===== src/rtl/cpm_pkg.sv =====
package cpm_pkg;
  typedef enum logic [1:0] {
    RATE_X1  = 2'b00,
    RATE_X2  = 2'b01,
    RATE_X4  = 2'b10,
    RATE_DIV = 2'b11
  } rate_e;

  typedef enum logic [1:0] {
    PS_RUN  = 2'b00,
    PS_IDLE = 2'b01,
    PS_STOP = 2'b10,
    PS_RING = 2'b11
  } pstate_e;
endpackage


===== src/rtl/cpm_lock_qual.sv =====
module cpm_lock_qual #(
  parameter int CW = 8
) (
  input  logic          clk,
  input  logic          rst_n,
  input  logic          lock_in,
  input  logic [CW-1:0] settle,
  output logic          lock_ok
);
  logic [CW-1:0] cnt_q, cnt_d;

  always_comb begin
    if (!lock_in)             cnt_d = '0;
    else if (cnt_q == '1)     cnt_d = cnt_q;
    else                      cnt_d = cnt_q + 1'b1;
  end

  always_ff @(posedge clk or negedge rst_n) begin
    if (!rst_n) cnt_q <= '0;
    else        cnt_q <= cnt_d;
  end

  assign lock_ok = lock_in && (cnt_q >= settle);

  // Qualified lock never survives a lock drop
  assert_lock_needs_input_R2: assert property (@(posedge clk) disable iff (!rst_n)
    !lock_in |=> (cnt_q == '0));
endmodule


===== src/rtl/cpm_tick_div.sv =====
module cpm_tick_div #(
  parameter int RATIO = 1024
) (
  input  logic clk,
  input  logic rst_n,
  input  logic restart,
  input  logic slow,
  input  logic hold,
  output logic tick
);
  localparam int W = (RATIO > 1) ? $clog2(RATIO) : 1;
  localparam logic [W-1:0] LAST_SLOW = W'(RATIO - 1);

  logic [W-1:0] cnt_q, cnt_d, last;

  assign last = slow ? LAST_SLOW : '0;
  assign tick = !hold && (cnt_q == last);

  always_comb begin
    if (restart)   cnt_d = '0;
    else if (hold) cnt_d = cnt_q;
    else if (tick) cnt_d = '0;
    else           cnt_d = cnt_q + 1'b1;
  end

  always_ff @(posedge clk or negedge rst_n) begin
    if (!rst_n) cnt_q <= '0;
    else        cnt_q <= cnt_d;
  end

  // A slow-rate pulse is never followed by another at once
  assert_slow_gap_R4: assert property (@(posedge clk) disable iff (!rst_n)
    (tick && slow && !restart) |=> !tick);
endmodule


===== src/rtl/cpm_pwr_seq.sv =====
module cpm_pwr_seq
  import cpm_pkg::*;
#(
  parameter int XTAL_STABLE = 65536
) (
  input  logic    clk,
  input  logic    rst_n,
  input  logic    idle_req,
  input  logic    stop_req,
  input  logic    wake,
  input  logic    xtal_ready,
  output pstate_e pst
);
  localparam int XW = $clog2(XTAL_STABLE + 1);
  localparam logic [XW-1:0] XLAST = XW'(XTAL_STABLE - 1);

  pstate_e       pst_q, pst_d;
  logic [XW-1:0] xc_q, xc_d;

  always_comb begin
    pst_d = pst_q;
    xc_d  = '0;
    unique case (pst_q)
      PS_RUN: begin
        if (stop_req)      pst_d = PS_STOP;
        else if (idle_req) pst_d = PS_IDLE;
      end
      PS_IDLE: if (wake) pst_d = PS_RUN;
      PS_STOP: if (wake) pst_d = PS_RING;
      PS_RING: begin
        if (xtal_ready) begin
          if (xc_q == XLAST) pst_d = PS_RUN;
          else               xc_d  = xc_q + 1'b1;
        end
      end
      default: pst_d = PS_RUN;
    endcase
  end

  always_ff @(posedge clk or negedge rst_n) begin
    if (!rst_n) begin
      pst_q <= PS_RUN;
      xc_q  <= '0;
    end else begin
      pst_q <= pst_d;
      xc_q  <= xc_d;
    end
  end

  assign pst = pst_q;

  assert_ring_hold_R9: assert property (@(posedge clk) disable iff (!rst_n)
    (pst_q == PS_RING && !xtal_ready) |=> (pst_q == PS_RING));
  assert_stop_wake_R8: assert property (@(posedge clk) disable iff (!rst_n)
    (pst_q == PS_STOP && wake) |=> (pst_q == PS_RING));
  assert_idle_wake_R7: assert property (@(posedge clk) disable iff (!rst_n)
    (pst_q == PS_IDLE && wake) |=> (pst_q == PS_RUN));
endmodule


===== src/rtl/cpm_top.sv =====
module cpm_top
  import cpm_pkg::*;
#(
  parameter int DIV_RATIO   = 1024,
  parameter int XTAL_STABLE = 65536,
  parameter int SETTLE_RST  = 16
) (
  input  logic       clk,
  input  logic       rst_n,
  input  logic       cfg_wr,
  input  logic       cfg_addr,
  input  logic [7:0] cfg_wdata,
  input  logic       pll_lock,
  input  logic       xtal_ready,
  input  logic       ser_act,
  input  logic       irq_act,
  output logic [1:0] mult_sel,
  output logic       div_sel,
  output logic       src_ring,
  output logic       xtal_en,
  output logic       tick_en,
  output logic       core_en,
  output logic [7:0] status
);
  localparam int SW = 8;

  // reset: asynchronous assert, synchronous release
  logic [1:0] rs_q;
  logic       rst_sn;
  always_ff @(posedge clk or negedge rst_n) begin
    if (!rst_n) rs_q <= 2'b00;
    else        rs_q <= {rs_q[0], 1'b1};
  end
  assign rst_sn = rs_q[1];

  rate_e         rate_q, rate_d, pend_rate_q, pend_rate_d, req_rate;
  logic          pend_q, pend_d, sb_q, sb_d;
  logic [SW-1:0] settle_q, settle_d;
  logic          ctl_wr, wake, lock_ok, stop_wake, sb_fire;
  pstate_e       pst;

  assign ctl_wr    = cfg_wr && !cfg_addr;
  assign req_rate  = rate_e'(cfg_wdata[1:0]);
  assign wake      = ser_act || irq_act;
  assign stop_wake = (pst == PS_STOP) && wake;
  assign sb_fire   = (rate_q == RATE_DIV) && sb_q && wake;

  always_comb begin
    rate_d      = rate_q;
    pend_d      = pend_q;
    pend_rate_d = pend_rate_q;
    sb_d        = sb_q;
    settle_d    = settle_q;
    if (cfg_wr && cfg_addr) settle_d = cfg_wdata[SW-1:0];
    if (ctl_wr)             sb_d     = cfg_wdata[2];
    if (stop_wake || sb_fire) begin
      rate_d = RATE_X1;
      pend_d = 1'b0;
    end else if (ctl_wr) begin
      if (req_rate == RATE_DIV) begin
        rate_d = RATE_DIV;
        pend_d = 1'b0;
      end else if (rate_q == RATE_DIV) begin
        if (req_rate == RATE_X1) rate_d = RATE_X1;
        pend_d = 1'b0;
      end else if (req_rate != rate_q) begin
        pend_d      = 1'b1;
        pend_rate_d = req_rate;
      end else begin
        pend_d = 1'b0;
      end
    end else if (pend_q && lock_ok) begin
      rate_d = pend_rate_q;
      pend_d = 1'b0;
    end
  end

  always_ff @(posedge clk or negedge rst_sn) begin
    if (!rst_sn) begin
      rate_q      <= RATE_X1;
      pend_rate_q <= RATE_X1;
      pend_q      <= 1'b0;
      sb_q        <= 1'b0;
      settle_q    <= SW'(SETTLE_RST);
    end else begin
      rate_q      <= rate_d;
      pend_rate_q <= pend_rate_d;
      pend_q      <= pend_d;
      sb_q        <= sb_d;
      settle_q    <= settle_d;
    end
  end

  cpm_lock_qual #(.CW(SW)) u_lock (
    .clk(clk), .rst_n(rst_sn), .lock_in(pll_lock), .settle(settle_q), .lock_ok(lock_ok)
  );

  cpm_pwr_seq #(.XTAL_STABLE(XTAL_STABLE)) u_seq (
    .clk(clk), .rst_n(rst_sn),
    .idle_req(ctl_wr && cfg_wdata[4:3] == 2'b01),
    .stop_req(ctl_wr && cfg_wdata[4:3] == 2'b10),
    .wake(wake), .xtal_ready(xtal_ready), .pst(pst)
  );

  cpm_tick_div #(.RATIO(DIV_RATIO)) u_div (
    .clk(clk), .rst_n(rst_sn), .restart(rate_d != rate_q),
    .slow(rate_q == RATE_DIV), .hold(pst == PS_STOP), .tick(tick_en)
  );

  assign mult_sel = (rate_q == RATE_DIV) ? 2'b00 : rate_q;
  assign div_sel  = (rate_q == RATE_DIV);
  assign src_ring = (pst == PS_RING);
  assign xtal_en  = (pst != PS_STOP);
  assign core_en  = tick_en && (pst == PS_RUN || pst == PS_RING);
  assign status   = {2'b00, pend_q, pst, sb_q, rate_q};

  assert_lock_gate_R2: assert property (@(posedge clk) disable iff (!rst_sn)
    ($past(rate_q) != RATE_DIV && rate_q != RATE_DIV && rate_q != $past(rate_q)
     && $past(pst) != PS_STOP) |-> $past(lock_ok));
  assert_div_refuse_R3: assert property (@(posedge clk) disable iff (!rst_sn)
    (rate_q == RATE_DIV && ctl_wr && (cfg_wdata[1:0] == 2'b01 || cfg_wdata[1:0] == 2'b10)
     && !wake) |=> (rate_q == RATE_DIV));
  assert_full_tick_R5: assert property (@(posedge clk) disable iff (!rst_sn)
    (rate_q != RATE_DIV && pst != PS_STOP) |-> tick_en);
  assert_switchback_R6: assert property (@(posedge clk) disable iff (!rst_sn)
    (rate_q == RATE_DIV && sb_q && wake) |=> (rate_q == RATE_X1));
  assert_stop_quiet_R8: assert property (@(posedge clk) disable iff (!rst_sn)
    (pst == PS_STOP) |-> (!tick_en && !core_en));
endmodule


===== config.mk =====
export PLATFORM = sky130hd
export DESIGN_NAME = cpm_top
export DESIGN_NICKNAME = d
export VERILOG_FILES = /design/src/rtl/cpm_pkg.sv /design/src/rtl/cpm_lock_qual.sv /design/src/rtl/cpm_tick_div.sv /design/src/rtl/cpm_pwr_seq.sv /design/src/rtl/cpm_top.sv
export SDC_FILE = /design/constraint.sdc
export NUM_CORES = 1
export LEC_CHECK = 0
export BUFFER_PORTS_ARGS = -buffer_cell sky130_fd_sc_hd__buf_2
export CAP_MARGIN = 20
export CORE_MARGIN = 1.5
export CORE_UTILIZATION = 49
export CTS_CLUSTER_DIAMETER = 40
export DETAILED_ROUTE_END_ITERATION = 10
export PLACE_DENSITY = 0.68
export SYNTH_ARGS = -nofsm -noshare
export SYNTH_HDL_FRONTEND = slang
export SYNTH_SLANG_ARGS = --single-unit

===== constraint.sdc =====
create_clock -name clk -period 2.8 [get_ports clk]
set_input_delay 0 -clock clk [delete_from_list [all_inputs] [get_ports clk]]
set_output_delay 0 -clock clk [all_outputs]
set_load 0.01 [all_outputs]

### Word-level counts from Yosys, hierarchy flattened

Cells that the tools add are included.

* $add $sub $neg: 3
* multipliers: 0
* div/mod/pow operators: 0
* magnitude comparators: 1
* eq/ne operators: 20
* shift operators: 0
* mux-type cells: 29
* bitwise gates (word level): 3
* reductions and logical operators: 21

Operators with widths (count)
* $mux 17: 3
* $mux 10: 4
* $mux 2: 13
* $add 17x1->17 const B: 1
* $eq 17x16->1 const B: 1
* $mux 8: 2
* $logic_and 1x1->1: 11
* $add 10x1->10 const B: 1
* $eq 10x10->1: 1
* $eq 2x2->1 const B: 5
* $ne 2x2->1 const B: 5
* $reduce_and 5->1: 2
* $add 8x1->8 const B: 1
* $eq 8x8->1 const B: 1
* $ge 8x8->1: 1
* $pmux 2 s4: 1
* $mux 1: 6
* $eq 2x1->1 const B: 2
* $logic_not 2->1: 2
* $ne 2x1->1 const B: 2
* $ne 2x2->1: 2
* $logic_or 1x1->1: 3
* $ne 3x1->1 const B: 1
* $not 1->1: 3
* other kinds (2): 3

* register bits after elaboration: 53
* bits in latches: 0
* memory bits (writable): 0
* ROM bits: 0
* output and inout port bits: 15
* word-level logic and storage cells: 87
* memories: 0

### Logic depth before layout (Yosys ltp)

Gate-level depths: netlist of the first run.

* depth in word-level cells: 8
* gate-level depth with buffers: 9
* gate-level depth less buffers: 7

### Modules after synthesis

From an unflattened synthesis of the first run, not the netlist that was laid out.

* cells, all modules: 307
* area, all modules: 3016.6 um^2

Modules (own cells, without submodules)
* cpm_pwr_seq: times used 1, cells each 92, area each 939.7 um^2
* cpm_top: times used 1, cells each 82, area each 894.6 um^2
* cpm_lock_qual: times used 1, cells each 69, area each 591.8 um^2
* cpm_tick_div: times used 1, cells each 64, area each 590.6 um^2

### Least setup slack after synthesis of the first run

No wires, ideal clock.

* path type: flip-flop to flip-flop
* start: register u_seq.pst_q[0], in the netlist u_seq.pst[0]
* end: register u_div.cnt_q[1]
* setup time: 0.128 ns
* arrival: 1.766 ns
* setup slack: 0.906 ns
* stages on the path, launching flop included: 10
* buffers on the path: 2
* cells stage by stage: dfrtp_1 -> inv_1 -> ha_1 -> buf_4 -> a31oi_1 -> nor2_1 -> nor3b_1 -> o221a_1 -> buf_6 -> nor4b_4

* word-level cells in the longest chain between the ends: 6
* elaborated cells on any way between the ends: 11

RTL lines
* start: declaration: line cpm_pwr_seq.sv:17 `pstate_e pst_q, pst_d;`
* start signal: assignment: line cpm_pwr_seq.sv:45 `pst_q <= pst_d;`
* $eq 2x2->1 (*): line cpm_top.sv:45, cpm_top.sv:107
* $logic_and 1x1->1 / $logic_not 1->1 (equally long branches): line cpm_top.sv:45, cpm_tick_div.sv:17
* $logic_or 1x1->1 / $logic_and 1x1->1 (equally long branches): line cpm_top.sv:56, cpm_tick_div.sv:17
* $mux 2 / $mux 10 (equally long branches): line cpm_top.sv:56, cpm_tick_div.sv:22
* $ne 2x2->1 / $mux 10 (equally long branches): line cpm_top.sv:106, cpm_tick_div.sv:21
* $ne 2x1->1 (no line) / $mux 10 (equally long branches)
* end signal: assignment: line cpm_tick_div.sv:28 `else cnt_q <= cnt_d;`
* end: declaration: line cpm_tick_div.sv:14 `logic [W-1:0] cnt_q, cnt_d, last;`

Every way passes the cells marked *; elsewhere a longest branch is shown, timed or not. The select of a mux whose other input is x is not followed.
A chain may end at the register's enable or synchronous reset.

### Final worst setup path of the first run

* start: register u_seq.pst_q[0], in the netlist u_seq.pst[0]
* end: register u_div.cnt_q[8]

Same word-level chain as after synthesis.

==> qor.tcl, run 1 <==
set qor(timing.fmax_ghz) 0.4395
set qor(total_routing_resource_utilization_after_global_routing) 0.1989
set qor(routed_wirelength_um) 5891
set qor(numPortBuffers) 28
set qor(timing.clock.skew_ns) 0.007925
set qor(final_design_area_no_fill_um2) 3423
set qor(period_minus_slack_ns) 2.275
set qor(synth_enable_flop_cells) 0
set qor(timing.final.max_slew_violations) 0
set qor(vdd_ir_drop_max_v) 0.0003449
set qor(postSynth.asyncResetShare) 1.000
set qor(crit-reg2reg-capture) {u_div.cnt_q[8]}
set qor(grt_antenna_before_repair) 0
set qor(grt_max_degree) 30
set qor(cts.htree.levels) 2
set qor(mappedNetlistArea_um2) 3052
set qor(endpoint_kind) {register}
set qor(area_delta_synth_final_pct) 12.18
set qor(cts.reportedPaths.clkPinSlew_ns) 0.09
set qor(hold-path-endpoint) {pend_rate_q[1]}
set qor(yosys_warnings) 0
set qor(clkLatencyLatePin_ns) 0.29
set qor(timing.critical_path.slowest_stage_cell) {sky130_fd_sc_hd__o221a_1}
set qor(post-route-drc-count) 0
set qor(pwr_density_cell_nw_per_um2) 624.8
set qor(max_cap_violations) 0
set qor(postLayoutSetupSlackWorst_ns) 0.5248
set qor(route.vias.total) 2285
set qor(coreArea_um2) 5956
set qor(rsz0062_at_grt) {false}
set qor(holdCritPathClass) {in -> reg}
set qor(clk_path_buf_depth) 2
set qor(finalNonFillerCells) 426
set qor(hold_path_depth) 2
set qor(routed_length_per_instance_um) 13.83
set qor(detail_route.first_pass.iterations) 4
set qor(yosysSeqAreaShare) 0.4350
set qor(final-hold-violation-count) 0
set qor(cts_bufs_inserted) 5
set qor(number_of_global_route_vias_before_repair) 2172
set qor(row_count) 28
set qor(mean_instance_size_in_the_synthesized_netlist_um2) 9.781
set qor(multi_input_combinational_cell_area_um2) 1572
set qor(critical_path.startpoint_type) {register}
set qor(final_antenna_net_count) 0
set qor(synth_seq_cells) 53
set qor(floorplan.die.height_um) 81.92
set qor(timing.hold.worst.start) {cfg_wdata[1]}
set qor(fin_hold_ws_ns) 0.01442
set qor(largest_fanout_of_any_net_on_the_critical_path) 10
set qor(final_core_util) 0.5748
set qor(pre_cts_ws_ns) 0.5701
set qor(first_pass_grt_wire_length_um) 10260
set qor(critical-path-top-cell-by-count) {sky130_fd_sc_hd__nor2_1}
set qor(power_leakage_nw) 1.587
set qor(layout_cell_share_with_drive_strength_beyond_1) 0.1766
set qor(timing.final.crit_share) 0.8126
set qor(finalSetupViolations) 0
set qor(top_ff_cell_synth) {sky130_fd_sc_hd__dfrtp_1}
set qor(critPathKind) {reg -> reg}
set qor(crit_path_cell_trace) {inv_1, ha_1, a31oi_1, nor2_1, nor3b_1, o221a_1, nor2_1}
set qor(place.detailed.instances) 407
set qor(layout.filler_cells) 539
set qor(cts_tree) {yes}
set qor(cp_slowest_stage_delay_ns) 0.54
set qor(fin_tns_setup_ns) 0
set qor(netlist-cell-type-count) 53
set qor(rr_startpoint) {u_seq.pst[0]}
set qor(cp_data_arrival_time_ns) 2.44
set qor(gp_congestion) 0.8567
set qor(initial_core_utilization) 0.5124
set qor(post_dp_area_um2) 3223
set qor(antenna-diode-count) 0
set qor(violation_count_after_the_first_detailed_route_iteration) 115
set qor(status) {complete, no violations}
set qor(reg2reg_depth) 7
set qor(globalRouteOverflowTotal) 0
set qor(setup.reg_to_reg.worst_slack_ns) 0.52
set qor(cts.root.buffer_cell) {sky130_fd_sc_hd__clkbuf_8}
set qor(count_of_nets_after_finishing) 382
set qor(floorplan.die.width_um) 81.92
set qor(worst-slew-pin-transition_ns) 0.6614
set qor(worst-endpoint-required_ns) 2.97
set qor(top_level_ports) 31
set qor(register_area_um2) 1329
set qor(dieArea_um2) 6710
set qor(cts.sinks) 53
set qor(slew-limit-headroom) 0.5591
set qor(post_drt_via_cell_ratio) 5.364
set qor(place.detailed.hpwl_um) 4298
set qor(syn-instance-count) 312
set qor(totalPowerFinal_mw) 2.139
==> cell usage in the layout, fill, tap and decap left out, types with 6 or more instances in the layout <==
master / n
sky130_fd_sc_hd__clkbuf_8: 6
sky130_fd_sc_hd__inv_1: 18
sky130_fd_sc_hd__dfrtp_1: 51
sky130_fd_sc_hd__nand3_1: 18
sky130_fd_sc_hd__xnor2_1: 15
sky130_fd_sc_hd__dlygate4sd3_1: 11
sky130_fd_sc_hd__nand2_1: 23
sky130_fd_sc_hd__nand4_1: 11
sky130_fd_sc_hd__xor2_1: 12
sky130_fd_sc_hd__buf_2: 28
sky130_fd_sc_hd__nor2_1: 41
sky130_fd_sc_hd__o21ai_0: 11
sky130_fd_sc_hd__mux2_2: 11
sky130_fd_sc_hd__ha_1: 16
sky130_fd_sc_hd__and3_1: 9
==> cell usage after synthesis (all sizes together), types with 2 or more instances <==
library cell | n | area (um^2)
xnor2 | 15 | 131.4
a21oi | 5 | 25.02
and4 | 2 | 17.52
conb | 2 | 7.510
o21ai | 12 | 63.81
inv | 19 | 73.82
and2 | 4 | 25.02
nand2 | 23 | 86.33
a31oi | 5 | 37.53
ha | 16 | 200.2
mux2 | 11 | 123.9
and3b | 2 | 17.52
o31a | 2 | 17.52
mux2i | 3 | 30.03
dfrtp | 52 | 1301
xor2 | 12 | 105.1
a22oi | 2 | 28.78
buf | 11 | 82.57
o22ai | 2 | 12.51
nor3 | 6 | 35.03
nand2b | 2 | 12.51
nand4 | 12 | 81.33
nor2b | 5 | 31.28
nor2 | 41 | 153.9
and3 | 9 | 56.30
nor3b | 2 | 20.02
nor4b | 2 | 32.53
nand3 | 18 | 90.09
==> layer usage <==
| metal | up-vias | part of all wire | GRT usage |
|---|---|---|---|
| li1 | 1148 | - | - |
| met1 | 1087 | 0.48 | 0.2673 |
| met2 | 46 | 0.47 | 0.3238 |
| met3 | 4 | 0.034 | 0.04111 |
| met4 | 0 | 0.010 | 0.05593 |
| met5 | - | 0 | 0 |
==> sequential cells by signal, indices dropped and copies added, names as in the netlist <==
register      count
pend_q            1
pend_rate_q       2
rate_q            2
rs_q              2
sb_q              1
settle_q          8
u_div.cnt_q      10
u_lock.cnt_q      8
u_seq.pst         2
u_seq.xc_q       17
==> how the worst max path moves through the flow <==
stage               slack (ns)         start              to  depth (start not counted)
floorplan                 0.91  u_seq.pst[0]  u_div.cnt_q[1]                          9
global placement          0.65  u_seq.pst[0]  u_div.cnt_q[8]                          7
detailed placement        0.57  u_seq.pst[0]  u_div.cnt_q[8]                          7
CTS                       0.55  u_seq.pst[0]  u_div.cnt_q[8]                          7
global route              0.37  u_seq.pst[0]  u_div.cnt_q[8]                          7
finish                    0.52  u_seq.pst[0]  u_div.cnt_q[8]                          7
==> power by group <==
| part | switching, mW | internal [mW] | total (mW) | leakage (nW) |
|---|---|---|---|---|
| clock | 0.238 | 0.202 | 0.441 | 0.0455 |
| sequential | 0.117 | 0.851 | 0.968 | 0.698 |
| combinational | 0.395 | 0.335 | 0.730 | 0.843 |
| total | 0.751 | 1.39 | 2.14 | 1.59 |
==> kinds of logic after synthesis <==
group | Yosys count | share of synthesized area
buffers and inverters | 30 | 0.05125
other | 2 | 0.002461
adders and majority gates | 16 | 0.06560
muxes | 14 | 0.05043
DFF | 53 | 0.4350
AOI/OAI and AO/OA | 37 | 0.08815
and+or+nand+nor | 133 | 0.2296
xor gates and xnor gates | 27 | 0.07749
==> critical path, delay by kind of cell, from the launching register on <==
family                     cells  cell delay [ns]
buffers and inverters          1             0.10
and+or+nand+nor                3             0.46
AOI/OAI and AO/OA              2             0.85
DFF                            1             0.40
adders and majority gates      1             0.34
==> timing repair <==
action / 4_1_cts / 5_1_grt
hold endpoints to repair: 13 / 0
hold buffers: 11 / 0
resized for setup: 0 / 0
setup buffers: 0 / 0
==> final cells by class <==
cell class,count,share of cell area
sequential,53,0.3882
inverter,19,0.02156
multi-input combinational,230,0.4591
clock buffer,8,0.02632
tap,75,0.02741
timing repair buffer,41,0.07749
Power figures use the tool's default switching activity.
==> run 2: changes to the inputs <==
- PLACE_DENSITY: 0.68 -> 0.71
- clock period: 2.8 -> 1.9 ns (I/O delays scaled with it)
==> run 2 against run 1 <==
  * Routed wire length grew 16%
  * Die area is the same
  * Worst setup slack lost 0.51 ns
  * Largest cell class unchanged
  * Highest routed layer unchanged
==> qor.tcl, run 2 (same netlist as run 1, synthesis figures left out) <==
set qor(status) {complete, no violations}
set qor(vdd_ir_drop_max_v) 0.0005412 ;# +57%
set qor(cp_slowest_stage_delay_ns) 0.38 ;# -0.16 ns
set qor(largest_fanout_of_any_net_on_the_critical_path) 5 ;# -5
set qor(final_core_util) 0.6559 ;# +0.08109
set qor(largest_reg_flops) 17 ;# unchanged
set qor(routed_length_per_instance_um) 14.75 ;# +6.7%
set qor(power_leakage_nw) 1.805 ;# +14%
set qor(number_of_global_route_vias_before_repair) 2238 ;# +3.0%
set qor(largest_registers_in_the_final_layout) {u_seq.xc_q: 17 flops, u_div.cnt_q: 10 flops}
set qor(numPortBuffers) 28 ;# unchanged
set qor(violation_count_after_the_first_detailed_route_iteration) 167 ;# +45%
set qor(cts.root.buffer_cell) {sky130_fd_sc_hd__clkbuf_8}
set qor(rsz0062_at_grt) {true}
set qor(slew-limit-headroom) 0.6685 ;# +0.1094
set qor(register_area_um2) 1329 ;# unchanged
set qor(multi_input_combinational_cell_area_um2) 1732 ;# +10%
set qor(antenna-diode-count) 0 ;# unchanged
set qor(mostFrequentLayoutCell) {sky130_fd_sc_hd__dfrtp_1}
set qor(cts_tree) {yes}
set qor(worst-slew-pin-transition_ns) 0.4955 ;# -0.1659 ns
set qor(critical_path_buf_inv_count) 2 ;# +1
set qor(postLayoutSetupSlackWorst_ns) 0.01889 ;# -0.5059 ns
set qor(gp_congestion) 0.8573 ;# about the same
set qor(cp_data_arrival_time_ns) 2.11 ;# -0.33 ns
set qor(grt_antenna_before_repair) 0 ;# unchanged
set qor(max_cap_violations) 0 ;# unchanged
set qor(floorplan.die.width_um) 81.92 ;# unchanged
set qor(rr_startpoint) {settle_q[2]}
set qor(floorplan.die.height_um) 81.92 ;# unchanged
set qor(cts.reportedPaths.clkPinSlew_ns) 0.11 ;# +0.02 ns
set qor(timing.hold.worst.start) {cfg_wr}
set qor(cpLargestDelayFamily) {compound AO/OA/AOI/OAI gates}
set qor(top_register) {u_seq.xc_q}
set qor(post-route-drc-count) 0 ;# unchanged
set qor(worst-endpoint-required_ns) 2.13 ;# -0.84 ns
set qor(cp.depth) 8 ;# +1
set qor(row_count) 28 ;# unchanged
set qor(finalSetupViolations) 0 ;# unchanged
set qor(detail_route.first_pass.iterations) 4 ;# unchanged
set qor(layout.filler_cells) 490 ;# -9.1%
set qor(place.detailed.hpwl_um) 4525 ;# +5.3%
set qor(layout_cell_share_with_drive_strength_beyond_1) 0.3023 ;# +0.1257
set qor(clkLatencyLatePin_ns) 0.32 ;# +0.03 ns
set qor(timing.fmax_ghz) 0.5316 ;# +21%
set qor(critical_path.startpoint_type) {register}
set qor(totalPowerFinal_mw) 3.603 ;# +68%
set qor(cts.sinks) 53 ;# unchanged
set qor(top_level_ports) 31 ;# unchanged
set qor(total_routing_resource_utilization_after_global_routing) 0.2002 ;# +0.001315
set qor(globalRouteOverflowTotal) 0 ;# unchanged
set qor(first_pass_grt_wire_length_um) 10350 ;# +0.88%
set qor(grt_max_degree) 26 ;# -13%
set qor(hold_path_depth) 4 ;# +2
set qor(crit_path_cell_trace) {inv_1, ha_4, and3_4, o21ai_2, a31oi_2, o221a_4, buf_12, nor4b_4}
set qor(hold-path-endpoint) {sb_q}
set qor(timing.final.crit_share) 0.9901 ;# +0.1775
set qor(setup.reg_to_reg.worst_slack_ns) 0.02 ;# -0.51 ns
set qor(crit-reg2reg-capture) {u_div.cnt_q[1]}
set qor(count_of_nets_after_finishing) 418 ;# +9.4%
set qor(period_minus_slack_ns) 1.881 ;# -0.3941 ns
set qor(area_delta_synth_final_pct) 28.00
set qor(critPathKind) {reg -> reg}
set qor(timing.final.max_slew_violations) 0 ;# unchanged
set qor(timing.critical_path.slowest_stage_cell) {sky130_fd_sc_hd__dfrtp_1}
set qor(pwr_density_cell_nw_per_um2) 922.4 ;# +48%
set qor(routed_wirelength_um) 6815 ;# +16%
set qor(route.vias.total) 2513 ;# +10%
set qor(cts_bufs_inserted) 5 ;# unchanged
set qor(final-hold-violation-count) 0 ;# unchanged
set qor(pre_cts_ws_ns) 0.01153 ;# -0.5586 ns
set qor(timing.clock.skew_ns) 0.01355 ;# +0.005622 ns
set qor(dieArea_um2) 6710 ;# unchanged
set qor(holdCritPathClass) {in -> reg}
set qor(initial_core_utilization) 0.5124 ;# unchanged
set qor(endpoint_kind) {register}
set qor(final_antenna_net_count) 0 ;# unchanged
set qor(coreArea_um2) 5956 ;# unchanged
set qor(reg2reg_depth) 8 ;# +1
set qor(clk_path_buf_depth) 2 ;# unchanged
set qor(layout.cells.most_common_list) {sky130_fd_sc_hd__dfrtp_1 (51), sky130_fd_sc_hd__nor2_1 (40), sky130_fd_sc_hd__buf_4 (30)}
set qor(post_drt_via_cell_ratio) 5.439 ;# +1.4%
set qor(cts.htree.levels) 2 ;# unchanged
==> run 2: changes by cell type in the layout (fill, tap and decap cells not counted), moves of 2 or more <==
cell and delta:
sky130_fd_sc_hd__a31oi_1 -2, sky130_fd_sc_hd__a31oi_4 +2, sky130_fd_sc_hd__buf_12 +2, sky130_fd_sc_hd__buf_4 +28, sky130_fd_sc_hd__buf_6 +2, sky130_fd_sc_hd__clkbuf_1 -2, sky130_fd_sc_hd__clkinv_4 +2, sky130_fd_sc_hd__dlygate4sd3_1 +2
sky130_fd_sc_hd__ha_1 -5, sky130_fd_sc_hd__ha_4 +5, sky130_fd_sc_hd__inv_1 -3, sky130_fd_sc_hd__inv_2 +3
==> run 2: worst max-delay path by stage <==
stage | endpoint | start | slack [ns]
floorplan | u_div.cnt_q[1] | u_seq.pst[0] | 0.006
global placement | u_div.cnt_q[1] | settle_q[2] | 0.07
detailed placement | u_div.cnt_q[1] | u_lock.cnt_q[0] | 0.01
CTS | u_div.cnt_q[1] | settle_q[2] | 0.002
global route | core_en | u_seq.pst[0] | -0.05
finish | u_div.cnt_q[1] | settle_q[2] | 0.02
==> run 2: area by class of cell <==
| cell class | instances | area share |
|---|---|---|
| Clock inverter | 3 | 0.006726 |
| Inverter | 19 | 0.01890 |
| Tap cell | 75 | 0.02402 |
| Sequential cell | 53 | 0.3402 |
| Clock buffer | 5 | 0.01762 |
| Multi-Input combinational cell | 231 | 0.4433 |
| Timing Repair Buffer | 76 | 0.1493 |
==> run 2: timing repair <==
item                       CTS  global route
setup endpoints to repair    3            14
gates resized for setup      5            22
hold buffers                13             0
hold endpoints to repair    17             0
buffers inserted             5             3
cloned                       0             2
pin swaps                    2            11
==> run 2: metrics by stage <==
step	hold WS, ns	cells	area, um^2	TNS [ns]
detailed placement	-0.2116	431	3416	0
floorplan	-0.2956	313	3055	0
global placement	-0.2124	431	3416	0
global route	0.1262	462	3906	-0.2428
CTS	0.08196	457	3691	0
finish	0.09678	462	3906	0
==> run 2: power breakdown <==
part	leakage, nW	switching, mW	internal (mW)	total (mW)
registers	0.698	0.159	1.25	1.41
logic	1.06	0.747	0.759	1.51
clock network	0.0487	0.414	0.270	0.684
==> run 2: metal layers <==
layer	share of wire	wire length [um]	track usage	vias up
met5	0	0	0	-
met4	0.0094	64	0.05085	0
met3	0.042	283	0.04222	6
met2	0.49	3344	0.3213	56
met1	0.46	3122	0.2746	1216
li1	-	-	-	1235
==> run 2: worst reg2reg max path, delay by kind of cell, from the launching register on <==
kind / cells / cell delay [ns]
compound gates: 3 / 0.57
flops: 1 / 0.38
fa+ha+maj: 1 / 0.21
simple gates: 2 / 0.41
buf+inv: 2 / 0.23
==> run 3: changes to the inputs <==
- GPL_TIMING_DRIVEN: not set -> 0
==> run 3 against run 2 <==
  * The run now ends with setup timing left
  * Clock-buffer cell count grew 2
  * Final cell count fell by 0.87%
  * Clock power grew 18%
  * Critical path depth increased by 1
  * Flip-flop and latch count did not move
  * Core utilization shrank 0.50 points
  * Register-to-register slack worse by 0.03 ns
  * Non-clock buffer count fell by 4
  * Combinational power barely moved
  * Sequential power is 3% lower
  * Routed wire length fell by 1.1%
  * Critical endpoint is now u_div.cnt_q[6]
  * Largest cell class unchanged
  * Highest routed layer unchanged
==> qor.tcl, run 3 (same netlist as run 1, synthesis figures left out) <==
set qor(status) {finished with violations}
set qor(violations_in_the_final_reports) {setup timing}
set qor(reg2reg_depth) 9 ;# +1
set qor(clk_path_buf_depth) 2 ;# unchanged
set qor(setup.reg_to_reg.worst_slack_ns) -0.009 ;# -0.03 ns
set qor(timing.final.crit_share) 1.005 ;# +0.01456
set qor(critical_path.startpoint_type) {register}
set qor(final_design_area_no_fill_um2) 3876 ;# -0.77%
set qor(setup.worst_path.start) {u_seq.pst[0]}
set qor(finalSetupViolations) 3 ;# +3
set qor(vdd_ir_drop_max_v) 0.0005263 ;# -2.8%
set qor(antenna-diode-count) 0 ;# unchanged
set qor(max_cap_violations) 0 ;# unchanged
set qor(register_area_um2) 1330 ;# about the same
set qor(total_routing_resource_utilization_after_global_routing) 0.2159 ;# +0.01574
set qor(gp_congestion) 0.8772 ;# +2.3%
set qor(period_minus_slack_ns) 1.909 ;# +0.02766 ns
set qor(dieArea_um2) 6710 ;# unchanged
set qor(post_drt_via_cell_ratio) 5.539 ;# +1.8%
set qor(worst-endpoint-required_ns) 2.12 ;# about the same
set qor(slew-limit-headroom) 0.6171 ;# -0.05139
set qor(grt_antenna_before_repair) 0 ;# unchanged
set qor(cts.sinks) 53 ;# unchanged
set qor(cp_data_arrival_time_ns) 2.13 ;# +0.02 ns
set qor(largest_fanout_of_any_net_on_the_critical_path) 7 ;# +2
set qor(area_delta_synth_final_pct) 27.02
set qor(worst-slew-pin-transition_ns) 0.5723 ;# +0.07680 ns
set qor(floorplan.die.height_um) 81.92 ;# unchanged
set qor(timing.fmax_ghz) 0.5239 ;# -1.4%
set qor(largest_reg_flops) 17 ;# unchanged
set qor(grt_max_degree) 36 ;# +38%
set qor(cts.root.buffer_cell) {sky130_fd_sc_hd__clkbuf_8}
set qor(rr_startpoint) {u_seq.pst[0]}
set qor(floorplan.die.width_um) 81.92 ;# unchanged
set qor(multi_input_combinational_cell_area_um2) 1732 ;# unchanged
set qor(final-hold-violation-count) 0 ;# unchanged
set qor(violation_count_after_the_first_detailed_route_iteration) 191 ;# +14%
set qor(timing.final.max_slew_violations) 0 ;# unchanged
set qor(cts_bufs_inserted) 5 ;# unchanged
set qor(numPortBuffers) 28 ;# unchanged
set qor(mostFrequentLayoutCell) {sky130_fd_sc_hd__dfrtp_1}
set qor(row_count) 28 ;# unchanged
set qor(final_antenna_net_count) 0 ;# unchanged
set qor(pwr_density_cell_nw_per_um2) 943.9 ;# +2.3%
set qor(critPathKind) {reg -> reg}
set qor(top_level_ports) 31 ;# unchanged
set qor(cts_tree) {yes}
set qor(clkLatencyLatePin_ns) 0.31 ;# about the same
set qor(holdCritPathClass) {in -> reg}
set qor(first_pass_grt_wire_length_um) 10970 ;# +6.0%
set qor(routed_length_per_instance_um) 14.72 ;# -0.24%
set qor(route.vias.total) 2537 ;# +0.96%
set qor(count_of_nets_after_finishing) 414 ;# -0.96%
set qor(layout.cells.most_common_list) {sky130_fd_sc_hd__dfrtp_1 (50), sky130_fd_sc_hd__nor2_1 (35), sky130_fd_sc_hd__buf_2 (28)}
set qor(layout.filler_cells) 509 ;# +3.9%
set qor(cts.htree.levels) 2 ;# unchanged
set qor(routed_wirelength_um) 6740 ;# -1.1%
set qor(coreArea_um2) 5956 ;# unchanged
set qor(top_register) {u_seq.xc_q}
set qor(cts.reportedPaths.clkPinSlew_ns) 0.10 ;# about the same
set qor(timing.clock.skew_ns) 0.01176 ;# -0.001789 ns
set qor(power_leakage_nw) 1.770 ;# -1.9%
set qor(layout_cell_share_with_drive_strength_beyond_1) 0.2950 ;# -0.007286
set qor(largest_registers_in_the_final_layout) {u_seq.xc_q: 17 flops, u_div.cnt_q: 10 flops}
set qor(initial_core_utilization) 0.5124 ;# unchanged
set qor(crit-reg2reg-capture) {u_div.cnt_q[6]}
set qor(post_dp_area_um2) 3311 ;# -3.1%
set qor(post-route-drc-count) 0 ;# unchanged
set qor(globalRouteOverflowTotal) 0 ;# unchanged
set qor(rsz0062_at_grt) {true}
set qor(endpoint_kind) {register}
set qor(number_of_global_route_vias_before_repair) 2393 ;# +6.9%
set qor(postLayoutSetupSlackWorst_ns) -0.008770 ;# -0.02766 ns
set qor(setup.worst_path.end) {u_div.cnt_q[6]}
set qor(totalPowerFinal_mw) 3.659 ;# +1.5%
set qor(place.detailed.hpwl_um) 4584 ;# +1.3%
set qor(detail_route.first_pass.iterations) 4 ;# unchanged
-- run 3: cell count changes in the layout (fill, tap and decap cells not counted), sizes merged --
cell    delta
inv        -1
clkbuf     +2
clkinv     -2
bufinv     +1
buf        -4
-- run 3: worst max-delay path, stage by stage (launching register included) --
cell and delay, ns:
sky130_fd_sc_hd__dfrtp_1 0.38, sky130_fd_sc_hd__inv_2 0.06, sky130_fd_sc_hd__ha_4 0.19, sky130_fd_sc_hd__a31oi_4 0.20, sky130_fd_sc_hd__nor2_1 0.11, sky130_fd_sc_hd__nor3b_1 0.29, sky130_fd_sc_hd__o221a_1 0.25, sky130_fd_sc_hd__buf_6 0.15
sky130_fd_sc_hd__buf_4 0.14, sky130_fd_sc_hd__nor2_2 0.04
-- run 3: timing repair --
item                       4_1_cts  5_1_grt
pin swaps                        5        8
hold buffers                    13        0
resized for setup               15       19
setup endpoints to repair       14       17
setup buffers                   14        6
gates cloned                     0        1
hold endpoints to repair        17        0
-- run 3: area by class of cell --
| class | count | share of cell area |
|---|---|---|
| plain buffers | 10 | 0.02163 |
| clock buffers | 7 | 0.02227 |
| clock inverters | 1 | 0.007747 |
| inverters | 19 | 0.01904 |
| multi-input cells | 231 | 0.4467 |
| flip-flops and latches | 53 | 0.3431 |
| well taps | 75 | 0.02421 |
| repair buffers | 62 | 0.1152 |
-- run 3: layer usage --
layer  vias to the layer above  global-route usage  share of wire
li1                       1221                   -              -
met1                      1251              0.2728           0.43
met2                        59              0.3648           0.51
met3                         6             0.04667          0.046
met4                         0             0.07288          0.011
met5                         -                   0              0
-- run 3: how the worst min path moves through the flow --
| stage | start | endpoint | slack [ns] | cells after the start |
|---|---|---|---|---|
| 2_1_floorplan | rst_n | rs_q[0] | -0.30 | 0 |
| 3_3_place_gp | rst_n | rs_q[0] | -0.21 | 1 |
| 3_5_place_dp | rst_n | rs_q[0] | -0.21 | 1 |
| 4_1_cts | cfg_addr | u_seq.pst[0] | 0.17 | 5 |
| 5_1_grt | cfg_addr | u_seq.pst[0] | 0.21 | 5 |
| 6_report | cfg_addr | u_seq.pst[0] | 0.19 | 5 |
-- run 3: report_power, final --
group	switching (mW)	internal [mW]	total, mW	leakage, nW
Clock	0.375	0.430	0.805	0.0585
Combinational	0.775	0.714	1.49	1.02
Sequential	0.110	1.25	1.37	0.696
-- run 3: through the flow --
| stage | utilization | hold WS (ns) | instances | TNS, ns | worst slack, ns |
|---|---|---|---|---|---|
| 5_1_grt | 0.6508 | 0.2100 | 458 | -0.7493 | -0.1215 |
| 2_1_floorplan | - | -0.2956 | 313 | 0 | 0.005727 |
| 4_1_cts | 0.6290 | 0.1653 | 452 | -0.01979 | -0.01887 |
| 3_5_place_dp | 0.5559 | -0.2128 | 417 | -1.873 | -0.1658 |
| 3_3_place_gp | 0.5523 | -0.2150 | 416 | -20.37 | -0.3838 |
| 6_report | 0.6508 | 0.1850 | 458 | -0.01808 | -0.008770 |
